$ cat src/rtl/dg_mix_pkg.sv
package dg_mix_pkg;
  localparam int unsigned HALF_W     = 32;
  localparam int unsigned NUM_WORDS  = 5;
  localparam int unsigned SEL_W      = 2;
  localparam int unsigned NUM_X      = 1 << SEL_W;
  localparam int unsigned CHUNK_W    = NUM_WORDS * SEL_W;
  localparam int unsigned DATA_W     = 128;
  localparam int unsigned DSEP_W     = 12;
  localparam int unsigned MIX_W      = DATA_W + DSEP_W;
  localparam int unsigned NUM_CHUNKS = (MIX_W + CHUNK_W - 1) / CHUNK_W;
  localparam int unsigned CHK_W      = $clog2(NUM_CHUNKS);
  localparam int unsigned XTAB_W     = HALF_W * NUM_X;
  localparam int unsigned WORD_W     = 2 * HALF_W;
  localparam int unsigned STATE_W    = WORD_W * NUM_WORDS;
  localparam int unsigned RACC_W     = 4 * HALF_W;
  localparam int unsigned RND_W      = 4;
  localparam int unsigned MAX_ROUNDS = 12;
  localparam int unsigned RC_W       = 8;
  localparam logic [RC_W-1:0] MIX_RC  = 8'hf0;
  localparam logic [RC_W-1:0] RC_BASE = 8'hf0;
  localparam logic [RC_W-1:0] RC_STEP = 8'h0f;

  typedef logic [HALF_W-1:0] half_t;
  typedef logic [WORD_W-1:0] word_t;
  typedef word_t [NUM_WORDS-1:0] state_t;

  typedef enum logic [1:0] {PH_IDLE, PH_MIX, PH_RUN} phase_e;

  function automatic half_t ev(word_t w);
    return w[HALF_W-1:0];
  endfunction

  function automatic half_t od(word_t w);
    return w[WORD_W-1:HALF_W];
  endfunction

  function automatic half_t rotr_h(half_t x, int unsigned s);
    int unsigned m;
    m = s % HALF_W;
    if (m == 0) return x;
    return (x >> m) | (x << (HALF_W - m));
  endfunction

  // 64-bit rotate on an interleaved word
  function automatic word_t rotr_il(word_t w, int unsigned n);
    int unsigned k;
    k = n / 2;
    if (n % 2 == 0) return {rotr_h(od(w), k), rotr_h(ev(w), k)};
    return {rotr_h(ev(w), k + 1), rotr_h(od(w), k)};
  endfunction

  function automatic int unsigned rot_a(int unsigned i);
    case (i)
      0: return 19;
      1: return 61;
      2: return 1;
      3: return 10;
      default: return 7;
    endcase
  endfunction

  function automatic int unsigned rot_b(int unsigned i);
    case (i)
      0: return 28;
      1: return 38;
      2: return 6;
      3: return 17;
      default: return 40;
    endcase
  endfunction
endpackage

$ cat src/rtl/dg_mix_chunk.sv
module dg_mix_chunk
  import dg_mix_pkg::*;
(
  input  state_t             s_i,
  input  logic [CHUNK_W-1:0] chunk_i,
  input  logic [XTAB_W-1:0]  xtab_i,
  output state_t             s_o
);
  half_t xw [NUM_X];

  for (genvar j = 0; j < NUM_X; j++) begin : g_xw
    assign xw[j] = xtab_i[j*HALF_W +: HALF_W];
  end

  for (genvar i = 0; i < NUM_WORDS; i++) begin : g_word
    logic [SEL_W-1:0] sel;
    assign sel    = chunk_i[i*SEL_W +: SEL_W];
    assign s_o[i] = {od(s_i[i]), ev(s_i[i]) ^ xw[sel]};
  end
endmodule

$ cat src/rtl/dg_round.sv
module dg_round
  import dg_mix_pkg::*;
(
  input  state_t          s_i,
  input  logic [RC_W-1:0] rc_i,
  output state_t          s_o
);
  state_t sb;

  always_comb begin
    word_t x0, x1, x2, x3, x4;
    word_t t0, t1, t2, t3, t4;
    x0 = s_i[0];
    x1 = s_i[1];
    x2 = s_i[2] ^ WORD_W'(rc_i);
    x3 = s_i[3];
    x4 = s_i[4];
    x0 = x0 ^ x4;
    x4 = x4 ^ x3;
    x2 = x2 ^ x1;
    t0 = ~x0 & x1;
    t1 = ~x1 & x2;
    t2 = ~x2 & x3;
    t3 = ~x3 & x4;
    t4 = ~x4 & x0;
    x0 = x0 ^ t1;
    x1 = x1 ^ t2;
    x2 = x2 ^ t3;
    x3 = x3 ^ t4;
    x4 = x4 ^ t0;
    x1 = x1 ^ x0;
    x3 = x3 ^ x2;
    x0 = x0 ^ x4;
    x2 = ~x2;
    sb = {x4, x3, x2, x1, x0};
  end

  for (genvar i = 0; i < NUM_WORDS; i++) begin : g_lin
    assign s_o[i] = sb[i] ^ rotr_il(sb[i], rot_a(i)) ^ rotr_il(sb[i], rot_b(i));
  end
endmodule

$ cat src/rtl/dg_racc_fold.sv
module dg_racc_fold
  import dg_mix_pkg::*;
(
  input  state_t            s_i,
  input  logic [RACC_W-1:0] r_i,
  output logic [RACC_W-1:0] r_o
);
  assign r_o = r_i ^ {od(s_i[1]) ^ ev(s_i[2]),
                      ev(s_i[1]) ^ od(s_i[3]),
                      od(s_i[0]) ^ ev(s_i[3]),
                      ev(s_i[0]) ^ od(s_i[2])};
endmodule

$ cat src/rtl/dg_mix_absorber.sv
module dg_mix_absorber
  import dg_mix_pkg::*;
(
  input  logic                clk_i,
  input  logic                rst_ni,
  input  logic                start_i,
  input  logic [DATA_W-1:0]   data_i,
  input  logic [DSEP_W-1:0]   dsep_i,
  input  logic [RND_W-1:0]    rounds_i,
  input  logic [XTAB_W-1:0]   xtab_i,
  input  logic [STATE_W-1:0]  state_i,
  output logic [STATE_W-1:0]  state_o,
  output logic [RACC_W-1:0]   racc_o,
  output logic                done_o
);
  localparam logic [CHK_W-1:0] LAST_CHUNK = CHK_W'(NUM_CHUNKS - 1);

  phase_e              phase_q;
  logic [CHK_W-1:0]    chunk_q;
  logic [RND_W-1:0]    rcnt_q, rounds_q;
  logic [MIX_W-1:0]    mix_q;
  logic [XTAB_W-1:0]   xtab_q;
  state_t              st_q;
  logic [RACC_W-1:0]   racc_q;
  logic                done_q;

  state_t              mixed, rnd_in, rnd_out;
  logic [RC_W-1:0]     rc_seq, rc_sel;
  logic [RACC_W-1:0]   racc_nx;

  dg_mix_chunk i_chunk (
    .s_i    (st_q),
    .chunk_i(mix_q[CHUNK_W-1:0]),
    .xtab_i (xtab_q),
    .s_o    (mixed)
  );

  // one round engine shared by both phases
  assign rc_seq = RC_BASE - RC_W'(RC_STEP * RC_W'(rcnt_q));
  assign rc_sel = (phase_q == PH_MIX) ? MIX_RC : rc_seq;
  assign rnd_in = (phase_q == PH_MIX) ? mixed : st_q;

  dg_round i_round (
    .s_i (rnd_in),
    .rc_i(rc_sel),
    .s_o (rnd_out)
  );

  dg_racc_fold i_fold (
    .s_i(rnd_out),
    .r_i(racc_q),
    .r_o(racc_nx)
  );

  always_ff @(posedge clk_i or negedge rst_ni) begin
    if (!rst_ni) begin
      phase_q  <= PH_IDLE;
      chunk_q  <= '0;
      rcnt_q   <= '0;
      rounds_q <= '0;
      mix_q    <= '0;
      xtab_q   <= '0;
      st_q     <= '0;
      racc_q   <= '0;
      done_q   <= 1'b0;
    end else begin
      done_q <= 1'b0;
      unique case (phase_q)
        PH_IDLE: begin
          if (start_i) begin
            mix_q    <= {dsep_i, data_i};
            xtab_q   <= xtab_i;
            st_q     <= state_i;
            rounds_q <= rounds_i;
            chunk_q  <= '0;
            phase_q  <= PH_MIX;
          end
        end
        PH_MIX: begin
          mix_q   <= mix_q >> CHUNK_W;
          chunk_q <= chunk_q + 1'b1;
          if (chunk_q == LAST_CHUNK) begin
            st_q    <= mixed;
            racc_q  <= '0;
            rcnt_q  <= '0;
            phase_q <= PH_RUN;
          end else begin
            st_q <= rnd_out;
          end
        end
        PH_RUN: begin
          st_q   <= rnd_out;
          racc_q <= racc_nx;
          rcnt_q <= rcnt_q + 1'b1;
          if (rcnt_q == rounds_q - RND_W'(1)) begin
            phase_q <= PH_IDLE;
            done_q  <= 1'b1;
          end
        end
        default: phase_q <= PH_IDLE;
      endcase
    end
  end

  assign state_o = st_q;
  assign racc_o  = racc_q;
  assign done_o  = done_q;

  AST_ROUNDS_RANGE: assert property (@(posedge clk_i) disable iff (!rst_ni)
    (start_i && phase_q == PH_IDLE) |-> (rounds_i >= RND_W'(1) && rounds_i <= RND_W'(MAX_ROUNDS)));
  AST_RUN_BOUND: assert property (@(posedge clk_i) disable iff (!rst_ni)
    (phase_q == PH_RUN) |-> (rcnt_q < rounds_q));
  AST_CHUNK_BOUND: assert property (@(posedge clk_i) disable iff (!rst_ni)
    (phase_q == PH_MIX) |-> (chunk_q <= LAST_CHUNK));
  AST_MIX_RACC_HELD: assert property (@(posedge clk_i) disable iff (!rst_ni)
    (phase_q == PH_MIX && chunk_q != LAST_CHUNK) |=> $stable(racc_o));
  AST_CFG_HELD: assert property (@(posedge clk_i) disable iff (!rst_ni)
    (phase_q != PH_IDLE) |=> ($stable(xtab_q) && $stable(rounds_q)));
  AST_DONE_PULSE: assert property (@(posedge clk_i) disable iff (!rst_ni)
    done_o |=> !done_o);
  AST_DONE_FROM_RUN: assert property (@(posedge clk_i) disable iff (!rst_ni)
    $rose(done_o) |-> ($past(phase_q) == PH_RUN));
  AST_IDLE_HOLD: assert property (@(posedge clk_i) disable iff (!rst_ni)
    (phase_q == PH_IDLE && !start_i) |=> ($stable(state_o) && $stable(racc_o)));
endmodule

$ cat config.mk
export PLATFORM = sky130hd
export DESIGN_NAME = dg_mix_absorber
export DESIGN_NICKNAME = d
export VERILOG_FILES = /design/src/rtl/dg_mix_pkg.sv /design/src/rtl/dg_mix_chunk.sv /design/src/rtl/dg_round.sv /design/src/rtl/dg_racc_fold.sv /design/src/rtl/dg_mix_absorber.sv
export SDC_FILE = /design/constraint.sdc
export NUM_CORES = 2
export LEC_CHECK = 0
export BUFFER_PORTS_ARGS = -buffer_cell sky130_fd_sc_hd__buf_2
export CORE_AREA = 8 8 404 406
export DETAILED_ROUTE_END_ITERATION = 8
export DIE_AREA = 0 0 412 414
export PLACE_DENSITY_LB_ADDON = 0.25
export SYNTH_ARGS = -nofsm -noshare
export SYNTH_HDL_FRONTEND = slang
export SYNTH_HIERARCHICAL = 1
export SYNTH_SLANG_ARGS = --single-unit
$ cat constraint.sdc
create_clock -name clk_i -period 5.9 [get_ports clk_i]
set_input_delay 1.18 -clock clk_i [delete_from_list [all_inputs] [get_ports clk_i]]
set_output_delay 1.18 -clock clk_i [all_outputs]
set_load 0.02 [all_outputs]
==> impl_metrics.tcl <==
set metrics [dict create \
    synth_seq_cells 731 \
    ys_dominant_reg_cell "dfrtp_1" \
    grt_pass1_wl_um 441000 \
    crit_arrival_ps 6150 \
    setup_viol 0 \
    start_kind "flop" \
    postSynthCellCount 5615 \
    grt_pass1_vias 50900 \
    clock_sinks 731 \
    gp_congestion 1.05 \
    ys_seq_area_share_pct 28.7 \
    hold_buffers 0 \
    timing.critical_path.required_ps 6530 \
    synth.net_count 6365 \
    viasPerCell 6.10 \
    max_freq_mhz 181 \
    synth-warning-count 6 \
    die_w_um 412 \
    synth.most_common_cell "dfrtp_1" \
    die_h_um 414 \
    reg2reg_from "rcnt_q[1]$_DFFE_PN0P_" \
    post_cts_resized 0 \
    clock_latency_ps 750 \
    hold_viol_final 0 \
    max_cap_violations 1 \
    rsz0062_at_grt "no" \
    path_class "flop to flop" \
    worst_slew_pin_slew_ps 1490 \
    drive_gt1_share_pct 35.3 \
    start_util_pct 40.5 \
    drtAntennaViolNets 0 \
    grt_overflow 0 \
    ios 1044 \
    startpoint "rcnt_q[1]$_DFFE_PN0P_" \
    antenna_found_initial 42 \
    postRouteWirelength_um 329000 \
    setup-tns-final_ps 0 \
    nets 7232 \
    grt_usage_pct 37.1 \
    synth_top_area_cell "dfrtp_1" \
    synth_top_area_share_pct 28.7 \
    synth.distinct_cells 50 \
    cts_tree "done" \
    async_reset_ff_share_pct 100 \
    wl_per_cell_um 38.1 \
    dr.pass1.iters 6 \
    period_share_pct 93.6 \
    cts_setup_buffers 0 \
    grt_max_degree 150 \
    areaGrowthSynthToFinish_pct 16.1 \
    yosys-top-cells-area "dfrtp_1, mux2_2, xnor3_1, xor3_1, mux4_2" \
    synth_commonest_cells "dfrtp_1, mux2_2, nand2_1, xnor2_1, o21ai_0" \
    period_minus_slack_ps 5520 \
    core_area_mm2 0.157 \
    drcViolationCount 0 \
    port-buffer-count 1043 \
    hold_class "input pin to asynchronous set/reset pin" \
    synth_edf_count 0 \
    clockRootBuffer "clkbuf_16" \
    vias 52700 \
    clkTransAtPathRegs_ps 60 \
    finClkSkew_ps 29.7 \
    status "complete, but fails checks" \
    clockBufferDepth 3 \
    crit_path_end_kind "flop" \
    rows 146 \
    die_area_mm2 0.171 \
    relSlewSlack_pct -0.391 \
    slew_viol_final 1 \
    first_iter_violations 6658 \
    synth.avg_cell_area_um2 11.3 \
    htree_num_levels 3 \
    cts_buffers 91 \
    dp_hpwl_um 272000 \
    syn_area_mm2 0.0637 \
    violations "max-capacitance violations, max-slew violations" \
    path_max_fanout 7 \
]
## path summary, 6_finish.rpt
kind | slack, ps | cells after the start | to
max | 380 | 17 | racc_o[34]$_DFFE_PN0P_
min | 390 | 1 | state_o[228]$_DFFE_PN0P_
max reg2reg | 380 | 17 | racc_o[34]$_DFFE_PN0P_
min reg2reg | 510 | 1 | mix_q[139]$_DFFE_PN0P_
max in group asynchronous | 4140 | 2 | mix_q[130]$_DFFE_PN0P_
min in group clk_i | 510 | 1 | mix_q[139]$_DFFE_PN0P_
## cell usage in the layout (no fill, tap or decap), types with 33 or more instances in the layout
cell type  netlist  layout
inv_1          207     207
a22o_1         139     139
xnor2_2        157     158
xnor3_1        219     219
xnor2_1        373     372
dfrtp_1        731     726
mux4_2         150     150
nor2_1         184     184
nand2_1        441     440
o21ai_1        300     301
xor3_1         166     166
clkbuf_16        0      91
mux2_2         454     453
buf_12          15      33
a21oi_1        147     146
buf_4          161     232
buf_2          186    1042
mux2i_1        170     170
a221oi_1       320     320
maj3_2          35      35
xor2_1         267     267
ha_1           150     148
o21ai_0        361     360
## critical path, stage by stage, from the launching register on
cell and delay, ps:
dfrtp_1 480, inv_1 190, fa_1 420, fa_1 530, inv_1 50, ha_1 260
inv_1 40, ha_1 320, a21oi_1 110, o311ai_0 380, mux2i_1 280, xor2_1 330
ha_1 330, xor2_2 370, xnor2_2 220, xnor3_1 500, xor3_1 380, a22o_1 210
## flip-flops by register name (all words and copies together) (netlist names)
name,cells
phase_q,2
mix_q,140
chunk_q,4
rounds_q,4
state_o,320
done_o,1
rcnt_q,4
xtab_q,128
racc_o,128
## cell families (layout without fill, tap and decap cells)
kind of cell / Yosys count / in the layout / synth area share (%)
mux: 784 / 784 / 16.4
fa+ha+maj: 218 / 218 / 4.16
simple gates: 641 / 641 / 3.86
xor+xnor: 1210 / 1210 / 27.5
other cells: 0 / 15 / 0
buf+inv: 750 / 1689 / 6.56
flops: 731 / 731 / 28.7
compound gates: 1281 / 1281 / 12.8
## stage by stage
stage          utilization [%]  instance area [um2]  hold WS, ps  setup WS, ps  instances
2_1_floorplan                -                63700          473           962       5615
3_3_place_gp              45.0                70700          488           464       8461
3_5_place_dp              45.0                70700          494           472       8461
4_1_cts                   47.1                73900          373           407       8626
5_1_grt                   47.1                73900          414           165       8628
6_report                  47.1                74000          390           377       8641
## cell type report
| type | instances | area (um2) |
|---|---|---|
| inverters | 216 | 818 |
| diodes | 15 | 37.5 |
| flip-flops and latches | 731 | 18300 |
| clock inverters | 46 | 738 |
| well taps | 2072 | 2590 |
| fillers | 14800 | 83100 |
| multi-input cells | 4134 | 41300 |
| repair buffers | 1308 | 7630 |
| clock buffers | 119 | 2530 |
## routing by layer
metal / track usage, % / up-vias / wire, um
met5: 0 / - / 274
met2: 54.5 / 3151 / 139000
li1: - / 21900 / -
met1: 47.4 / 26800 / 128000
met3: 12.0 / 801 / 36900
met4: 22.8 / 44 / 25700
Power is left out: the tool's default activity adds up to more than one toggle a clock period on the data nets, which glitch-free logic cannot reach.
